## src/rtl/i2c_err_pkg.sv

```systemverilog
package i2c_err_pkg;
  localparam int unsigned ERR_W = 4;

  typedef enum logic [1:0] {
    ERR_BUS = 2'd0,
    ERR_ARB = 2'd1,
    ERR_ACK = 2'd2,
    ERR_OVR = 2'd3
  } err_idx_e;

  typedef struct packed {
    logic release_bus;
    logic force_slave;
    logic discard;
    logic resend;
    logic restart;
  } cmd_t;

  localparam cmd_t CMD_NONE = '0;
endpackage

```

## src/rtl/i2c_err_busmon.sv

```systemverilog
module i2c_err_busmon
  import i2c_err_pkg::*;
(
  input  logic clk_i,
  input  logic rst_ni,
  input  logic start_det_i,
  input  logic stop_det_i,
  input  logic byte_busy_i,
  input  logic master_i,
  output logic busy_o,
  output logic berr_set_o,
  output cmd_t cmd_o
);
  logic busy_q;

  // start wins over stop; stop also closes a busy period after a misplaced stop
  always_ff @(posedge clk_i or negedge rst_ni) begin
    if (!rst_ni)          busy_q <= 1'b0;
    else if (start_det_i) busy_q <= 1'b1;
    else if (stop_det_i)  busy_q <= 1'b0;
  end

  assign busy_o     = busy_q;
  assign berr_set_o = busy_q & byte_busy_i & (start_det_i | stop_det_i);

  always_comb begin
    cmd_o             = CMD_NONE;
    cmd_o.release_bus = berr_set_o & ~master_i;
    cmd_o.discard     = berr_set_o & ~master_i;
    cmd_o.restart     = berr_set_o & ~master_i & start_det_i;
  end
endmodule

```

## src/rtl/i2c_err_xfer.sv

```systemverilog
module i2c_err_xfer
  import i2c_err_pkg::*;
(
  input  logic clk_i,
  input  logic rst_ni,
  input  logic busy_i,
  input  logic start_det_i,
  input  logic master_i,
  input  logic tx_i,
  input  logic scl_rise_i,
  input  logic sda_drv_i,
  input  logic sda_in_i,
  input  logic ack_slot_i,
  input  logic ack_sample_i,
  output logic arlo_set_o,
  output logic af_set_o,
  output logic mute_o,
  output cmd_t cmd_o
);
  logic mute_q;

  // released-high SDA read back low on an SCL rise: another master won
  assign arlo_set_o = busy_i & master_i & tx_i & scl_rise_i & sda_drv_i & ~sda_in_i;
  assign af_set_o   = busy_i & tx_i & ack_slot_i & ack_sample_i;

  always_ff @(posedge clk_i or negedge rst_ni) begin
    if (!rst_ni)          mute_q <= 1'b0;
    else if (arlo_set_o)  mute_q <= 1'b1;
    else if (start_det_i) mute_q <= 1'b0;
  end

  assign mute_o = mute_q;

  always_comb begin
    cmd_o             = CMD_NONE;
    cmd_o.release_bus = arlo_set_o | (af_set_o & ~master_i);
    cmd_o.force_slave = arlo_set_o;
  end
endmodule

```

## src/rtl/i2c_err_ovr.sv

```systemverilog
module i2c_err_ovr
  import i2c_err_pkg::*;
(
  input  logic busy_i,
  input  logic master_i,
  input  logic tx_i,
  input  logic stretch_en_i,
  input  logic byte_done_i,
  input  logic first_bit_i,
  input  logic scl_rise_i,
  input  logic dr_full_i,
  output logic ovr_set_o,
  output cmd_t cmd_o
);
  logic slave_fixed_clk;
  logic rx_overrun;
  logic tx_underrun;

  assign slave_fixed_clk = busy_i & ~master_i & ~stretch_en_i;
  assign rx_overrun      = slave_fixed_clk & ~tx_i & byte_done_i & dr_full_i;
  assign tx_underrun     = slave_fixed_clk & tx_i & first_bit_i & scl_rise_i & ~dr_full_i;
  assign ovr_set_o       = rx_overrun | tx_underrun;

  always_comb begin
    cmd_o         = CMD_NONE;
    cmd_o.discard = rx_overrun;
    cmd_o.resend  = tx_underrun;
  end
endmodule

```

## src/rtl/i2c_err_flags.sv

```systemverilog
module i2c_err_flags #(
  parameter int unsigned W = 4
) (
  input  logic         clk_i,
  input  logic         rst_ni,
  input  logic [W-1:0] set_i,
  input  logic         wr_i,
  input  logic [W-1:0] wdata_i,
  input  logic         ie_i,
  output logic [W-1:0] flags_o,
  output logic         irq_o
);
  logic [W-1:0] flag_q;

  for (genvar k = 0; k < W; k++) begin : g_flag
    always_ff @(posedge clk_i or negedge rst_ni) begin
      if (!rst_ni)                  flag_q[k] <= 1'b0;
      else if (set_i[k])            flag_q[k] <= 1'b1;
      else if (wr_i && !wdata_i[k]) flag_q[k] <= 1'b0;
    end
  end

  assign flags_o = flag_q;
  assign irq_o   = ie_i & (|flag_q);
endmodule

```

## src/rtl/i2c_err_mon.sv

```systemverilog
module i2c_err_mon
  import i2c_err_pkg::*;
(
  input  logic             clk_i,
  input  logic             rst_ni,
  input  logic             start_det_i,
  input  logic             stop_det_i,
  input  logic             byte_busy_i,
  input  logic             first_bit_i,
  input  logic             scl_rise_i,
  input  logic             byte_done_i,
  input  logic             ack_slot_i,
  input  logic             ack_sample_i,
  input  logic             sda_drv_i,
  input  logic             sda_in_i,
  input  logic             master_i,
  input  logic             tx_i,
  input  logic             stretch_en_i,
  input  logic             dr_full_i,
  input  logic             err_ie_i,
  input  logic             flag_wr_i,
  input  logic [ERR_W-1:0] flag_wdata_i,
  output logic [ERR_W-1:0] flags_o,
  output logic             err_irq_o,
  output logic             release_bus_o,
  output logic             force_slave_o,
  output logic             discard_byte_o,
  output logic             repeat_byte_o,
  output logic             restart_o,
  output logic             addr_mute_o
);
  logic             busy;
  logic             berr_set, arlo_set, af_set, ovr_set;
  cmd_t             bus_cmd, xfer_cmd, ovr_cmd, cmd_d, cmd_q;
  logic [ERR_W-1:0] set_vec;

  i2c_err_busmon u_busmon (
    .clk_i       (clk_i),
    .rst_ni      (rst_ni),
    .start_det_i (start_det_i),
    .stop_det_i  (stop_det_i),
    .byte_busy_i (byte_busy_i),
    .master_i    (master_i),
    .busy_o      (busy),
    .berr_set_o  (berr_set),
    .cmd_o       (bus_cmd)
  );

  i2c_err_xfer u_xfer (
    .clk_i        (clk_i),
    .rst_ni       (rst_ni),
    .busy_i       (busy),
    .start_det_i  (start_det_i),
    .master_i     (master_i),
    .tx_i         (tx_i),
    .scl_rise_i   (scl_rise_i),
    .sda_drv_i    (sda_drv_i),
    .sda_in_i     (sda_in_i),
    .ack_slot_i   (ack_slot_i),
    .ack_sample_i (ack_sample_i),
    .arlo_set_o   (arlo_set),
    .af_set_o     (af_set),
    .mute_o       (addr_mute_o),
    .cmd_o        (xfer_cmd)
  );

  i2c_err_ovr u_ovr (
    .busy_i       (busy),
    .master_i     (master_i),
    .tx_i         (tx_i),
    .stretch_en_i (stretch_en_i),
    .byte_done_i  (byte_done_i),
    .first_bit_i  (first_bit_i),
    .scl_rise_i   (scl_rise_i),
    .dr_full_i    (dr_full_i),
    .ovr_set_o    (ovr_set),
    .cmd_o        (ovr_cmd)
  );

  always_comb begin
    set_vec          = '0;
    set_vec[ERR_BUS] = berr_set;
    set_vec[ERR_ARB] = arlo_set;
    set_vec[ERR_ACK] = af_set;
    set_vec[ERR_OVR] = ovr_set;
  end

  i2c_err_flags #(.W(ERR_W)) u_flags (
    .clk_i   (clk_i),
    .rst_ni  (rst_ni),
    .set_i   (set_vec),
    .wr_i    (flag_wr_i),
    .wdata_i (flag_wdata_i),
    .ie_i    (err_ie_i),
    .flags_o (flags_o),
    .irq_o   (err_irq_o)
  );

  assign cmd_d = bus_cmd | xfer_cmd | ovr_cmd;

  always_ff @(posedge clk_i or negedge rst_ni) begin
    if (!rst_ni) cmd_q <= CMD_NONE;
    else         cmd_q <= cmd_d;
  end

  assign release_bus_o  = cmd_q.release_bus;
  assign force_slave_o  = cmd_q.force_slave;
  assign discard_byte_o = cmd_q.discard;
  assign repeat_byte_o  = cmd_q.resend;
  assign restart_o      = cmd_q.restart;
endmodule

```

## config.mk

```make
export PLATFORM = sky130hd
export DESIGN_NAME = i2c_err_mon
export DESIGN_NICKNAME = d
export VERILOG_FILES = /design/src/rtl/i2c_err_pkg.sv /design/src/rtl/i2c_err_busmon.sv /design/src/rtl/i2c_err_xfer.sv /design/src/rtl/i2c_err_ovr.sv /design/src/rtl/i2c_err_flags.sv /design/src/rtl/i2c_err_mon.sv
export SDC_FILE = /design/constraint.sdc
export NUM_CORES = 1
export LEC_CHECK = 0
export BUFFER_PORTS_ARGS = -buffer_cell sky130_fd_sc_hd__buf_2
export CAP_MARGIN = 20
export CORE_AREA = 2 2 39 41
export CTS_BUF_LIST = sky130_fd_sc_hd__clkbuf_2 sky130_fd_sc_hd__clkbuf_4 sky130_fd_sc_hd__clkbuf_8
export DETAILED_ROUTE_END_ITERATION = 12
export DIE_AREA = 0 0 41 43
export PLACE_DENSITY = 0.71
export SLEW_MARGIN = 20
export SYNTH_ARGS = -nofsm -noshare
export SYNTH_HDL_FRONTEND = slang
export SYNTH_SLANG_ARGS = --single-unit
export TNS_END_PERCENT = 30
```

## constraint.sdc

```tcl
create_clock -name clk_i -period 1.3 [get_ports clk_i]
set_input_delay 0.065 -clock clk_i [delete_from_list [all_inputs] [get_ports clk_i]]
set_output_delay 0.065 -clock clk_i [all_outputs]
set_load 0.01 [all_outputs]
```

# ---- Yosys cells after proc, flatten, opt, wreduce, memory -nomap -nowiden
# Index checks and enable logic that the tools add are counted.
dict set report totals {
  ff_bits 11
  inputBits 22
  elab_cells 71
}
dict set report classes {
  mux 12
  n_bitwise 33
  reduce_logical 15
}
# cell count
set op_table {}
lappend op_table {{$and A1 B1 Y1} 23}
lappend op_table {{$mux W1} 12}
lappend op_table {{$reduce_bool A2 Y1} 6}
lappend op_table {{$not A1 Y1} 5}
lappend op_table {{$or A5 B3 Y5} 1}
lappend op_table {{$or A5 B5 Y5} 1}
lappend op_table {{$logic_and A1 B1 Y1} 4}
lappend op_table {{$logic_not A1 Y1} 4}
lappend op_table {{$reduce_or A4 Y1} 1}
lappend op_table {{$or A1 B1 Y1} 3}

# ---- Depth between registers and ports, before layout
dict set report logic_depth {
  depth_word 9
  depth_mapped 4
  mapped_depth_nobuf 4
}

# ---- Hierarchy
# A second synthesis with hierarchy kept.
dict set report hier_totals {
  hier_cells 61
  hier_area_um2 623.1
}
# module instances cells_each area_per_inst_um2 seq_area_each_um2
set modules_own_cells {}
lappend modules_own_cells {i2c_err_flags 1 13 167.7 100.1}
lappend modules_own_cells {i2c_err_mon 1 10 156.4 125.1}
lappend modules_own_cells {i2c_err_xfer 1 14 120.1 25.0}
lappend modules_own_cells {i2c_err_busmon 1 12 100.1 25.0}
lappend modules_own_cells {i2c_err_ovr 1 12 78.8 0.0}

# ---- Least setup slack after synthesis
# Ideal clock, no wire load.
dict set report synth_path {
  kind {register to register}
  start {register u_busmon.busy_q, in the netlist u_busmon.busy_o}
  end {register cmd_q (netlist bit release_bus_o)}
  t_arrival_ns 0.923
  slack_ns 0.246
  path_stages_with_launch 4
  n_path_buf 0
  synth_period_minus_slack_ns 1.054
  path_cell_list {dfrtp_1 o211ai_2 nor2_1 or3_1}
}
# element line_no
set synth_lines {}
lappend synth_lines {{from (decl)} i2c_err_busmon.sv:14} ;# logic busy_q;
lappend synth_lines {{from (signal assigned)} i2c_err_busmon.sv:18} ;# if (!rst_ni) busy_q <= 1'b0;
lappend synth_lines {{from (signal assigned)} i2c_err_busmon.sv:19} ;# else if (start_det_i) busy_q <= 1'b1;
lappend synth_lines {{from (signal assigned)} i2c_err_busmon.sv:20} ;# else if (stop_det_i) busy_q <= 1'b0;
lappend synth_lines {{to (signal assigned)} i2c_err_mon.sv:103} ;# else cmd_q <= cmd_d;
lappend synth_lines {{to (decl)} i2c_err_mon.sv:34} ;# cmd_t bus_cmd, xfer_cmd, ovr_cmd, cmd_d, cmd_q;

# ---- Final worst setup path
dict set report layout_path {
  start {register u_flags.flag_q[2], in the netlist u_flags.flags_o[2]}
  end {output err_irq_o}
}
dict set report layout_between {
  elab_chain_cells 2
}
# element line_no
set layout_rtl {}
lappend layout_rtl {{from (decl)} i2c_err_flags.sv:13} ;# logic [W-1:0] flag_q;
lappend layout_rtl {{from (signal, indexed assignment)} i2c_err_flags.sv:17} ;# if (!rst_ni) flag_q[k] <= 1'b0;
lappend layout_rtl {{from (signal, indexed assignment)} i2c_err_flags.sv:18} ;# else if (set_i[k]) flag_q[k] <= 1'b1;
lappend layout_rtl {{from (signal, indexed assignment)} i2c_err_flags.sv:19} ;# else if (wr_i && !wdata_i[k]) flag_q[k] <= 1'b0;
lappend layout_rtl {{$reduce_or A4 Y1} i2c_err_flags.sv:24} ;# assign irq_o = ie_i & (|flag_q);
lappend layout_rtl {{$and A1 B1 Y1} i2c_err_flags.sv:24}
lappend layout_rtl {{to (decl)} i2c_err_mon.sv:24} ;# output logic err_irq_o,
# Every way passes these cells.

==> out/results.ini <==
[synthesis]
synthCells=41
synth_edf_count=0
synth_seq_area_share_pct=60.8
netlist_area_um2=453
yosys.area.top_type=dfrtp_1
synth_top_cell_area_share_pct=60.8
synth_most_common_cell=dfrtp_1
async_reset_ff_share_pct=100
synth_area_leaders=dfrtp_1 (61%), o21ai_0 (4.4%), nand2_1 (4.1%)
yosys_register_bits=11
yosysWarnings=0
avgSynthCellArea_um2=11.0
synthFlopType=dfrtp_1
synth.distinct_cells=19
syn_nets=63
ys_top_cells_by_count=dfrtp_1 (11), nand2_1 (5), nor2_1 (4), o21ai_0 (4), inv_1 (3)

[timing]
fin_crit_sh_pct=96.9
skew_ns=0.00106
max_slew_margin_pct=84.1
rsz0062_at_grt=true
fmax_mhz=794
fin_setup_tns_ns=0
tightest_slew_ns=0.239
finalSetupViolCount=0
final.min_clock_period_ns=1.26
finalHoldViolCount=0
drv_slew=0

[routing]
drtIter0Drc=5
vias_per_cell=4.54
wl_per_cell_um=10.6
first_pass_iters=3
ant_nets=0
drt_wl_total_um=1010
route.detailed.drc=0
vias=431

[finish]
final_util_pct=49.2
diodes=0
drive_gt1_share_pct=50.6
fin_nets=102
area_growth_pct=50.3

[die]
num_rows=14
die-area_um2=1760
die_h_um=43
core_area_um2=1380
pin_count=33
die_x_um=41
initial_core_util_pct=32.7

[cts]
cts_made_buffers=3
root_buffer=clkbuf_4
htree_levels=1
clkSinkCount=11
cts_tree=yes
clockBufferDepth=2
clkLatencyLatePin_ns=0.26
clk_pin_slew_ns=0.07

[placed_design]
dp_hpwl_um=856
port_buffers=32
gp_congestion=0.783

[worst_setup_path]
critPathRequiredTime_ns=1.24
end_kind=output port
crit_slowest_cell=o41a_1
start_kind=register
slowest_delay_ns=0.41
critPathMaxFanout=2
worstPathArrival_ns=1.19
crit_chain=o41a_1 -> buf_2
worstSetupPathType=register to output port

[run_status]
outcome=complete, no violations

[min_path]
hp-class=input port to register

[run]
cap_violations=0

[global_route]
gr-total-overflow=0
antenna_found_initial=0
grt_pass1_vias=412
grt_max_degree=12
grtUsageTotal_pct=14.3
grt_pass1_wl_um=1630

[pwr]
ir_worst_vdd_v=0.000384
p_total_mw=0.744
p_leak_nw=0.399
p_per_area_nw_per_um2=1090

-- through the flow --
stage / cell area [um2] / setup WS [ns] / hold WS, ns / cells
6_report: 681 / 0.0404 / 0.0384 / 95
5_1_grt: 681 / -0.0118 / 0.0378 / 95
4_1_cts: 673 / 0.0179 / 0.0311 / 94
3_5_place_dp: 633 / 0.186 / -0.0554 / 89
3_3_place_gp: 633 / 0.219 / -0.0594 / 89
2_1_floorplan: 453 / 0.246 / -0.231 / 41
-- final cells by class --
cell class | count | area, um2
fill | 131 | 703
sequential | 11 | 275
timing repair buffer | 34 | 178
multi-input combinational | 26 | 163
clock buffer | 4 | 30.0
tap | 16 | 20.0
inverter | 4 | 15.0
-- cells by family (layout without fill, tap and decap cells) --
logic type	after synthesis	in the layout	synth area share (%)
buffers and inverters	4	42	3.31
flip-flops	11	11	60.8
AO/OA/AOI/OAI	9	9	14.9
AND/OR/NAND/NOR	17	17	21.0
-- worst max-delay path, delay by kind of cell, from the launching register on --
kind	cells	cell delay, ns
AO/OA/AOI/OAI	1	0.41
flip-flops	1	0.38
buffers and inverters	1	0.14
-- cells in the final DEF (no fill, tap or decap), drive strengths merged --
cell type | synthesis | layout
buf | 0 | 33
dfrtp | 11 | 11
nand2 | 5 | 5
nor2 | 4 | 4
o21ai | 4 | 4
clkbuf | 0 | 4
inv | 4 | 4
o211ai | 1 | 1
and2 | 1 | 1
and4b | 1 | 1
nand3 | 1 | 1
nand4 | 1 | 1
or3 | 1 | 1
o41a | 1 | 1
nand3b | 1 | 1
o22ai | 1 | 1
nand4b | 1 | 1
nand2b | 1 | 1
a32o | 1 | 1
a21o | 1 | 1
dlygate4sd3 | 0 | 1
-- final timing paths --
kind / from / endpoint / slack, ns / cells past startpoint
setup / recovery: u_flags.flags_o[2] / err_irq_o / 0.04 / 2
max in group asynchronous: rst_ni / restart_o / 0.92 / 2
min in group asynchronous: rst_ni / discard_byte_o / 0.19 / 2
setup reg to reg: u_busmon.busy_o / release_bus_o / 0.19 / 3
hold / removal: start_det_i / u_busmon.busy_o / 0.04 / 2
hold reg to reg: u_xfer.mute_o / u_xfer.mute_o / 0.53 / 2
-- flip-flops by register name, indices dropped and copies added, names as in the netlist --
name / count
u_flags.flags_o: 4
discard_byte_o: 1
force_slave_o: 1
release_bus_o: 1
repeat_byte_o: 1
restart_o: 1
u_busmon.busy_o: 1
u_xfer.mute_o: 1
-- routing by layer --
metal / global-route usage, % / wire, um / vias up
met5: 0 / 0 / -
met4: 14.0 / 41 / 0
met3: 3.14 / 103 / 4
met2: 19.4 / 407 / 29
met1: 17.2 / 454 / 178
li1: - / - / 220
-- where the power goes --
group	leakage [nW]	internal (mW)	total, mW	switching (mW)
registers	0.144	0.363	0.376	0.0132
logic	0.237	0.0634	0.121	0.0580
clock network	0.0184	0.139	0.247	0.107
-- what timing repair did --
| item | in CTS | in global routing |
|---|---|---|
| endpoints found under the setup margin | 0 | 1 |
| hold buffers | 1 | 0 |
| endpoints found under the hold margin | 11 | 0 |
| gates resized for setup | 0 | 0 |
| setup buffers | 0 | 1 |
(Power assumes the default switching activity.)
